<file path="src/rtl/fftSeqPkg.sv">
package fftSeqPkg;

  typedef enum logic [1:0] {
    SEQ_IDLE,
    SEQ_RUN,
    SEQ_FLUSH,
    SEQ_FIN
  } seqState_t;

  // strobes from control to datapath
  typedef struct packed {
    logic load;   // capture size, clear counters
    logic issue;  // a butterfly read goes out this cycle
  } seqCtl_t;

endpackage

</file>
<file path="src/rtl/fftSeqCtrl.sv">
module fftSeqCtrl
  import fftSeqPkg::*;
(
  input  logic    clk,
  input  logic    rstN,
  input  logic    start,
  input  logic    ready,
  input  logic    lastBfly,
  input  logic    lastStg,
  output seqCtl_t ctl,
  output logic    rdValid,
  output logic    busy,
  output logic    done,
  output logic    lastStage
);

  seqState_t stateQ, stateD;

  always_ff @(posedge clk or negedge rstN) begin
    if (!rstN) stateQ <= SEQ_IDLE;
    else       stateQ <= stateD;
  end

  always_comb begin
    stateD = stateQ;
    ctl    = '0;
    unique case (stateQ)
      SEQ_IDLE: begin
        if (start) begin
          ctl.load = 1'b1;
          stateD   = SEQ_RUN;
        end
      end
      SEQ_RUN: begin
        if (ready) begin
          ctl.issue = 1'b1;
          if (lastBfly && lastStg) stateD = SEQ_FLUSH;
        end
      end
      SEQ_FLUSH: stateD = SEQ_FIN;
      SEQ_FIN:   stateD = SEQ_IDLE;
      default:   stateD = SEQ_IDLE;
    endcase
  end

  assign rdValid   = ctl.issue;
  assign busy      = (stateQ != SEQ_IDLE);
  assign done      = (stateQ == SEQ_FIN);
  assign lastStage = (stateQ == SEQ_RUN) && lastStg;


  start_ignored_chk: assert property (@(posedge clk) disable iff (!rstN)
    busy |-> !ctl.load);


  done_pulse_chk: assert property (@(posedge clk) disable iff (!rstN)
    done |=> (!done && !busy));

endmodule

</file>
<file path="src/rtl/fftSeqPath.sv">
module fftSeqPath
  import fftSeqPkg::*;
#(
  parameter int MAX_LOG2N = 5,
  parameter int ADDR_W    = MAX_LOG2N,
  parameter int LOG_W     = $clog2(MAX_LOG2N + 1)
) (
  input  logic              clk,
  input  logic              rstN,
  input  seqCtl_t           ctl,
  input  logic [LOG_W-1:0]  log2N,
  output logic              lastBfly,
  output logic              lastStg,
  output logic [ADDR_W-1:0] rdAddrA,
  output logic [ADDR_W-1:0] rdAddrB,
  output logic [LOG_W-1:0]  stageIdx,
  output logic [ADDR_W-1:0] twIdx,
  output logic              wrEn,
  output logic [ADDR_W-1:0] wrAddrA,
  output logic [ADDR_W-1:0] wrAddrB
);

  logic [LOG_W-1:0]  sizeQ, sizeD, stageQ, logSpan;
  logic [ADDR_W-1:0] bflyQ, halfLast, spanMask, offset, group;
  logic [ADDR_W-1:0] baseAddr, partnerAddr, revFullA, revFullB, revA, revB;
  logic              wrEnQ;
  logic [ADDR_W-1:0] wrAQ, wrBQ;

  // size capture with clamping to the legal range
  always_comb begin
    if (log2N == '0)
      sizeD = LOG_W'(1);
    else if (log2N > LOG_W'(MAX_LOG2N))
      sizeD = LOG_W'(MAX_LOG2N);
    else
      sizeD = log2N;
  end

  // position decode: group-major, offset inner
  assign halfLast    = (ADDR_W'(1) << (sizeQ - LOG_W'(1))) - ADDR_W'(1);
  assign lastBfly    = (bflyQ == halfLast);
  assign lastStg     = (stageQ == sizeQ - LOG_W'(1));
  assign logSpan     = sizeQ - LOG_W'(1) - stageQ;
  assign spanMask    = (ADDR_W'(1) << logSpan) - ADDR_W'(1);
  assign offset      = bflyQ & spanMask;
  assign group       = bflyQ >> logSpan;
  assign baseAddr    = (group << (logSpan + LOG_W'(1))) | offset;
  assign partnerAddr = baseAddr | (ADDR_W'(1) << logSpan);

  // bit reversal over the active width: mirror all bits then shift down
  for (genvar i = 0; i < ADDR_W; i++) begin : g_rev
    assign revFullA[i] = baseAddr[ADDR_W-1-i];
    assign revFullB[i] = partnerAddr[ADDR_W-1-i];
  end
  assign revA = revFullA >> (LOG_W'(ADDR_W) - sizeQ);
  assign revB = revFullB >> (LOG_W'(ADDR_W) - sizeQ);

  always_ff @(posedge clk or negedge rstN) begin
    if (!rstN) begin
      sizeQ  <= LOG_W'(1);
      stageQ <= '0;
      bflyQ  <= '0;
    end else if (ctl.load) begin
      sizeQ  <= sizeD;
      stageQ <= '0;
      bflyQ  <= '0;
    end else if (ctl.issue) begin
      if (lastBfly) begin
        bflyQ  <= '0;
        stageQ <= stageQ + LOG_W'(1);
      end else begin
        bflyQ  <= bflyQ + ADDR_W'(1);
      end
    end
  end

  // write-back stage, one cycle behind the read
  always_ff @(posedge clk or negedge rstN) begin
    if (!rstN) begin
      wrEnQ <= 1'b0;
      wrAQ  <= '0;
      wrBQ  <= '0;
    end else begin
      wrEnQ <= ctl.issue;
      if (ctl.issue) begin
        wrAQ <= lastStg ? revA : baseAddr;
        wrBQ <= lastStg ? revB : partnerAddr;
      end
    end
  end

  assign rdAddrA  = baseAddr;
  assign rdAddrB  = partnerAddr;
  assign stageIdx = stageQ;
  assign twIdx    = offset << stageQ;
  assign wrEn     = wrEnQ;
  assign wrAddrA  = wrAQ;
  assign wrAddrB  = wrBQ;


  stall_hold_chk: assert property (@(posedge clk) disable iff (!rstN)
    (!ctl.issue && !ctl.load) |=> ($stable(bflyQ) && $stable(stageQ)));


  stage_range_chk: assert property (@(posedge clk) disable iff (!rstN)
    ctl.issue |-> (stageQ < sizeQ && bflyQ <= halfLast));

endmodule

</file>
<file path="src/rtl/fftAddrSeq.sv">
module fftAddrSeq
  import fftSeqPkg::*;
#(
  parameter int MAX_LOG2N = 5,
  parameter int ADDR_W    = MAX_LOG2N,
  parameter int LOG_W     = $clog2(MAX_LOG2N + 1)
) (
  input  logic              clk,
  input  logic              rstN,
  input  logic              start,
  input  logic [LOG_W-1:0]  log2N,
  input  logic              ready,
  output logic              rdValid,
  output logic [ADDR_W-1:0] rdAddrA,
  output logic [ADDR_W-1:0] rdAddrB,
  output logic [LOG_W-1:0]  stageIdx,
  output logic [ADDR_W-1:0] twIdx,
  output logic              lastStage,
  output logic              wrEn,
  output logic [ADDR_W-1:0] wrAddrA,
  output logic [ADDR_W-1:0] wrAddrB,
  output logic              busy,
  output logic              done
);

  seqCtl_t ctl;
  logic    lastBfly, lastStg;

  fftSeqCtrl u_ctrl (
    .clk       (clk),
    .rstN      (rstN),
    .start     (start),
    .ready     (ready),
    .lastBfly  (lastBfly),
    .lastStg   (lastStg),
    .ctl       (ctl),
    .rdValid   (rdValid),
    .busy      (busy),
    .done      (done),
    .lastStage (lastStage)
  );

  fftSeqPath #(
    .MAX_LOG2N (MAX_LOG2N),
    .ADDR_W    (ADDR_W),
    .LOG_W     (LOG_W)
  ) u_path (
    .clk      (clk),
    .rstN     (rstN),
    .ctl      (ctl),
    .log2N    (log2N),
    .lastBfly (lastBfly),
    .lastStg  (lastStg),
    .rdAddrA  (rdAddrA),
    .rdAddrB  (rdAddrB),
    .stageIdx (stageIdx),
    .twIdx    (twIdx),
    .wrEn     (wrEn),
    .wrAddrA  (wrAddrA),
    .wrAddrB  (wrAddrB)
  );


  pair_span_chk: assert property (@(posedge clk) disable iff (!rstN)
    rdValid |-> (rdAddrA < rdAddrB && $countones(rdAddrA ^ rdAddrB) == 1));


  writeback_chk: assert property (@(posedge clk) disable iff (!rstN)
    (rdValid && !lastStage) |=>
      (wrEn && wrAddrA == $past(rdAddrA) && wrAddrB == $past(rdAddrB)));


  done_after_write_chk: assert property (@(posedge clk) disable iff (!rstN)
    done |-> ($past(wrEn) && !wrEn && !rdValid));


  final_span_chk: assert property (@(posedge clk) disable iff (!rstN)
    (rdValid && lastStage) |-> (rdAddrB == rdAddrA + ADDR_W'(1)));


  first_twiddle_chk: assert property (@(posedge clk) disable iff (!rstN)
    (rdValid && stageIdx == '0) |-> (twIdx == rdAddrA));

endmodule

</file>
<file path="config.mk">
export PLATFORM = sky130hd
export DESIGN_NAME = fftAddrSeq
export DESIGN_NICKNAME = d
export VERILOG_FILES = /design/src/rtl/fftSeqPkg.sv /design/src/rtl/fftSeqCtrl.sv /design/src/rtl/fftSeqPath.sv /design/src/rtl/fftAddrSeq.sv
export SDC_FILE = /design/constraint.sdc
export NUM_CORES = 1
export LEC_CHECK = 0
export BUFFER_PORTS_ARGS = -buffer_cell sky130_fd_sc_hd__buf_2
export CORE_ASPECT_RATIO = 1.1
export CORE_MARGIN = 5
export CORE_UTILIZATION = 55
export DETAILED_ROUTE_END_ITERATION = 8
export HOLD_SLACK_MARGIN = 0.05
export PLACE_DENSITY = 0.79
export SYNTH_ARGS = -nofsm -noshare
export SYNTH_HDL_FRONTEND = slang
export SYNTH_HIERARCHICAL = 1
export SYNTH_SLANG_ARGS = --single-unit
</file>
<file path="constraint.sdc">
create_clock -name clk -period 5.3 [get_ports clk]
set_clock_uncertainty 0.2 [all_clocks]
set_input_delay 1.06 -clock clk [delete_from_list [all_inputs] [get_ports clk]]
set_output_delay 1.06 -clock clk [all_outputs]
set_load 0.05 [all_outputs]
</file>
==> out/summary.txt <==
RSZ-0062 raised after global routing: false
Post-synth EDFFs: 0
Worst slew margin: 65.0%
Mean Syn Cell Area: 8.19 um^2
drt first pass iters: 5
first-pass GRT wire length: 9.55 mm
GP Congestion: 0.961
row cnt: 24
CP delay by family, top: adder cells
number of buffers added on ports: 39
fmax: 0.196 GHz
Filler Cell Count: 336
Yosys warning total: 6
clk_lat worst skew: 0.27 ns
hold_sp: u_path/wrAddrB[4]
Mapped Nets: 295
critical path class: reg -> out
reg2reg end: u_ctrl/stateQ[1]
Data required, critical path: 4.04 ns
Final Util: 64.2%
grt total ovfl: 0
min Tclk post-route: 5.10 ns
final period utilization: 96.2%
FF-to-FF setup slack: 1.46 ns
I/O pins: 40
FFs w/ async S/R, synth: 100%
slowest library cell on the worst path: dfstp_4
CTS clk-pin slew, worst paths: 0.09 ns
Final Max Slew Viols: 0
outcome: completed
Iter 0 DRT Violations: 191
Synth cell types: 57
register area: 606 um^2
vias in the first global route: 2021
HPWL Detailed: 4.14 mm
CP Buf/Inv Count: 3
worst setup margin: 0.200 ns
Layout area overhead: 13.7%
core area: 3930 um^2
pre-CTS setup slack: 0.326 ns
area of the multi-input gates: 1480 um^2
Die ar.: 5410 um^2
Die Height: 76.6 um
Routed WL: 5.64 mm
hold_buf cts: 0
mapped cell area: 2220 um^2
slowest stage delay, CP: 0.73 ns
CTS Buf Count: 3
top_reg_cell synth: dfrtp_1
final net count: 325
Max Cap Viol: 0
critical path cell sequence: clkinv_1, ha_1, fa_2, xor2_4, nand3_1, ha_1, inv_1, nand2_1, or4_1, o31a_1, a221oi_2, buf_2
HP Class: reg -> reg
register area share after synthesis: 27.1%
Post-route DRC: 0
Hold Path End: u_path/wrAddrB[4]
CP most frequent cell: ha_1
RR Startpoint: u_path/sizeQ[0]
fraction of layout cells with a size suffix above 1: 21.7%
Synth Instances: 271
die width: 70.6 um
initial core utilization: 56.4%
Longest Clk Path Bufs: 2
Wirelength per Cell: 16.0 um
length in cells of the worst reg-to-reg path: 15
Total GRT Usage: 21.3%
worst-path fanout max: 18
initial antenna violation count: 0
largest net degree at the start of global routing: 25
flops & latches, synth: 24
H-tree depth: 1
crit path DAT: 3.84 ns
Critical Path End Type: primary output
root buffer cell: clkbuf_8
final setup fails: 0
sinks on the clock net: 24
crit start category: flop
vias: 2150
vias per cell: 6.11
Hold Fails Final Rpt: 0
CTS tree: yes
worst slew pin tran: 0.511 ns
worst hold path depth: 2
ant diodes: 0
ANT nets after route: 0
-- metrics by stage --
| stage | TNS, ns | instance area, um^2 | hold slack (ns) | std cells |
|---|---|---|---|---|
| floorplan | -0.180 | 2230 | 0.335 | 271 |
| global placement | 0 | 2440 | 0.285 | 348 |
| detailed placement | 0 | 2440 | 0.296 | 348 |
| CTS | 0 | 2510 | 0.321 | 352 |
| global route | 0 | 2520 | 0.348 | 352 |
| finish | 0 | 2520 | 0.323 | 352 |
-- worst register-to-register path: cells and delay by family (launching register included) --
kind / cells / cell delay [ns]
compound gates: 1 / 0.21
xor+xnor: 2 / 0.63
fa+ha+maj: 2 / 0.49
buf+inv: 4 / 0.55
flops: 1 / 0.73
mux: 2 / 0.48
simple gates: 4 / 0.43
-- final cells by class --
type	count	share of cell area (%)
Multi-Input combinational cell	211	58.5
Sequential cell	24	24.0
Clock buffer	3	1.64
Timing Repair Buffer	46	9.92
Tap cell	52	2.58
Clock inverter	1	1.19
Inverter	15	2.23
-- cell usage after synthesis, types with 2 or more instances --
master | instances | area share, %
nand3b_1 | 4 | 1.4
a211o_1 | 2 | 0.79
xnor2_1 | 7 | 2.8
xor2_1 | 2 | 0.79
a32oi_1 | 2 | 0.79
nand2_1 | 22 | 3.7
buf_6 | 2 | 1.0
mux2i_1 | 6 | 2.7
a31oi_1 | 12 | 3.4
nor2_1 | 23 | 3.9
o21a_1 | 4 | 1.4
and2_1 | 3 | 0.85
inv_1 | 13 | 2.2
clkbuf_1 | 15 | 2.5
o21ai_1 | 4 | 0.90
nor2b_1 | 2 | 0.56
dfrtp_1 | 23 | 26
nand3_1 | 16 | 3.6
ha_1 | 16 | 9.0
o21ai_0 | 10 | 2.3
o22ai_1 | 7 | 2.0
a21oi_1 | 19 | 4.3
nand2b_1 | 6 | 1.7
a221oi_1 | 4 | 1.6
buf_2 | 2 | 0.45
o211ai_1 | 4 | 1.4
or4_1 | 2 | 0.68
nor3_1 | 7 | 1.6
or3_1 | 4 | 1.1
-- flip-flops by register name, indices dropped and copies added, names as in the netlist --
| register | count |
|---|---|
| u_ctrl/stateQ | 2 |
| u_path/stageIdx | 3 |
| u_path/wrAddrA | 5 |
| u_path/bflyQ | 5 |
| u_path/wrAddrB | 5 |
| u_path/sizeQ | 3 |
| u_path/wrEn | 1 |
-- per-layer routing --
layer | share of wire (%) | track usage [%] | vias to the layer above
li1 | - | - | 1034
met1 | 44 | 28.0 | 1017
met2 | 49 | 37.1 | 93
met3 | 6.4 | 1.58 | 6
met4 | 0.90 | 6.20 | 0
met5 | 0 | 0 | -
-- cells in the final DEF (no fill, tap or decap), types with 10 or more instances in the layout --
| master | count |
|---|---|
| a21oi_1 | 19 |
| a31oi_1 | 12 |
| buf_2 | 38 |
| dfrtp_1 | 23 |
| ha_1 | 16 |
| inv_1 | 13 |
| nand2_1 | 22 |
| nand3_1 | 16 |
| nor2_1 | 23 |
| o21ai_0 | 10 |
-- worst max path at each step --
stage                         start  depth (start not counted)  endpoint  slack (ns)
floorplan           u_path/sizeQ[0]                         13  twIdx[2]       -0.17
global placement    u_path/sizeQ[0]                         13  twIdx[4]        0.42
detailed placement  u_path/sizeQ[0]                         13  twIdx[4]        0.33
CTS                 u_path/sizeQ[0]                         13  twIdx[4]        0.03
global route        u_path/sizeQ[0]                         12  twIdx[2]        0.02
finish              u_path/sizeQ[0]                         12  twIdx[2]        0.20
-- what timing repair did --
action | 4_1_cts | 5_1_grt
resized for setup | 0 | 3
endpoints found under the setup margin | 0 | 2
setup buffers | 0 | 0
-- cell families after synthesis --
| family | after synthesis | synth area share [%] |
|---|---|---|
| and+or+nand+nor | 94 | 20.7 |
| AOI/OAI and AO/OA | 80 | 24.2 |
| buffers and inverters | 36 | 7.05 |
| DFF | 24 | 27.1 |
| adders and majority gates | 17 | 9.92 |
| xor gates and xnor gates | 12 | 7.10 |
| muxes | 8 | 3.89 |
Power is left out: the tool's default activity adds up to more than one toggle a clock period on the data nets, which glitch-free logic cannot reach.
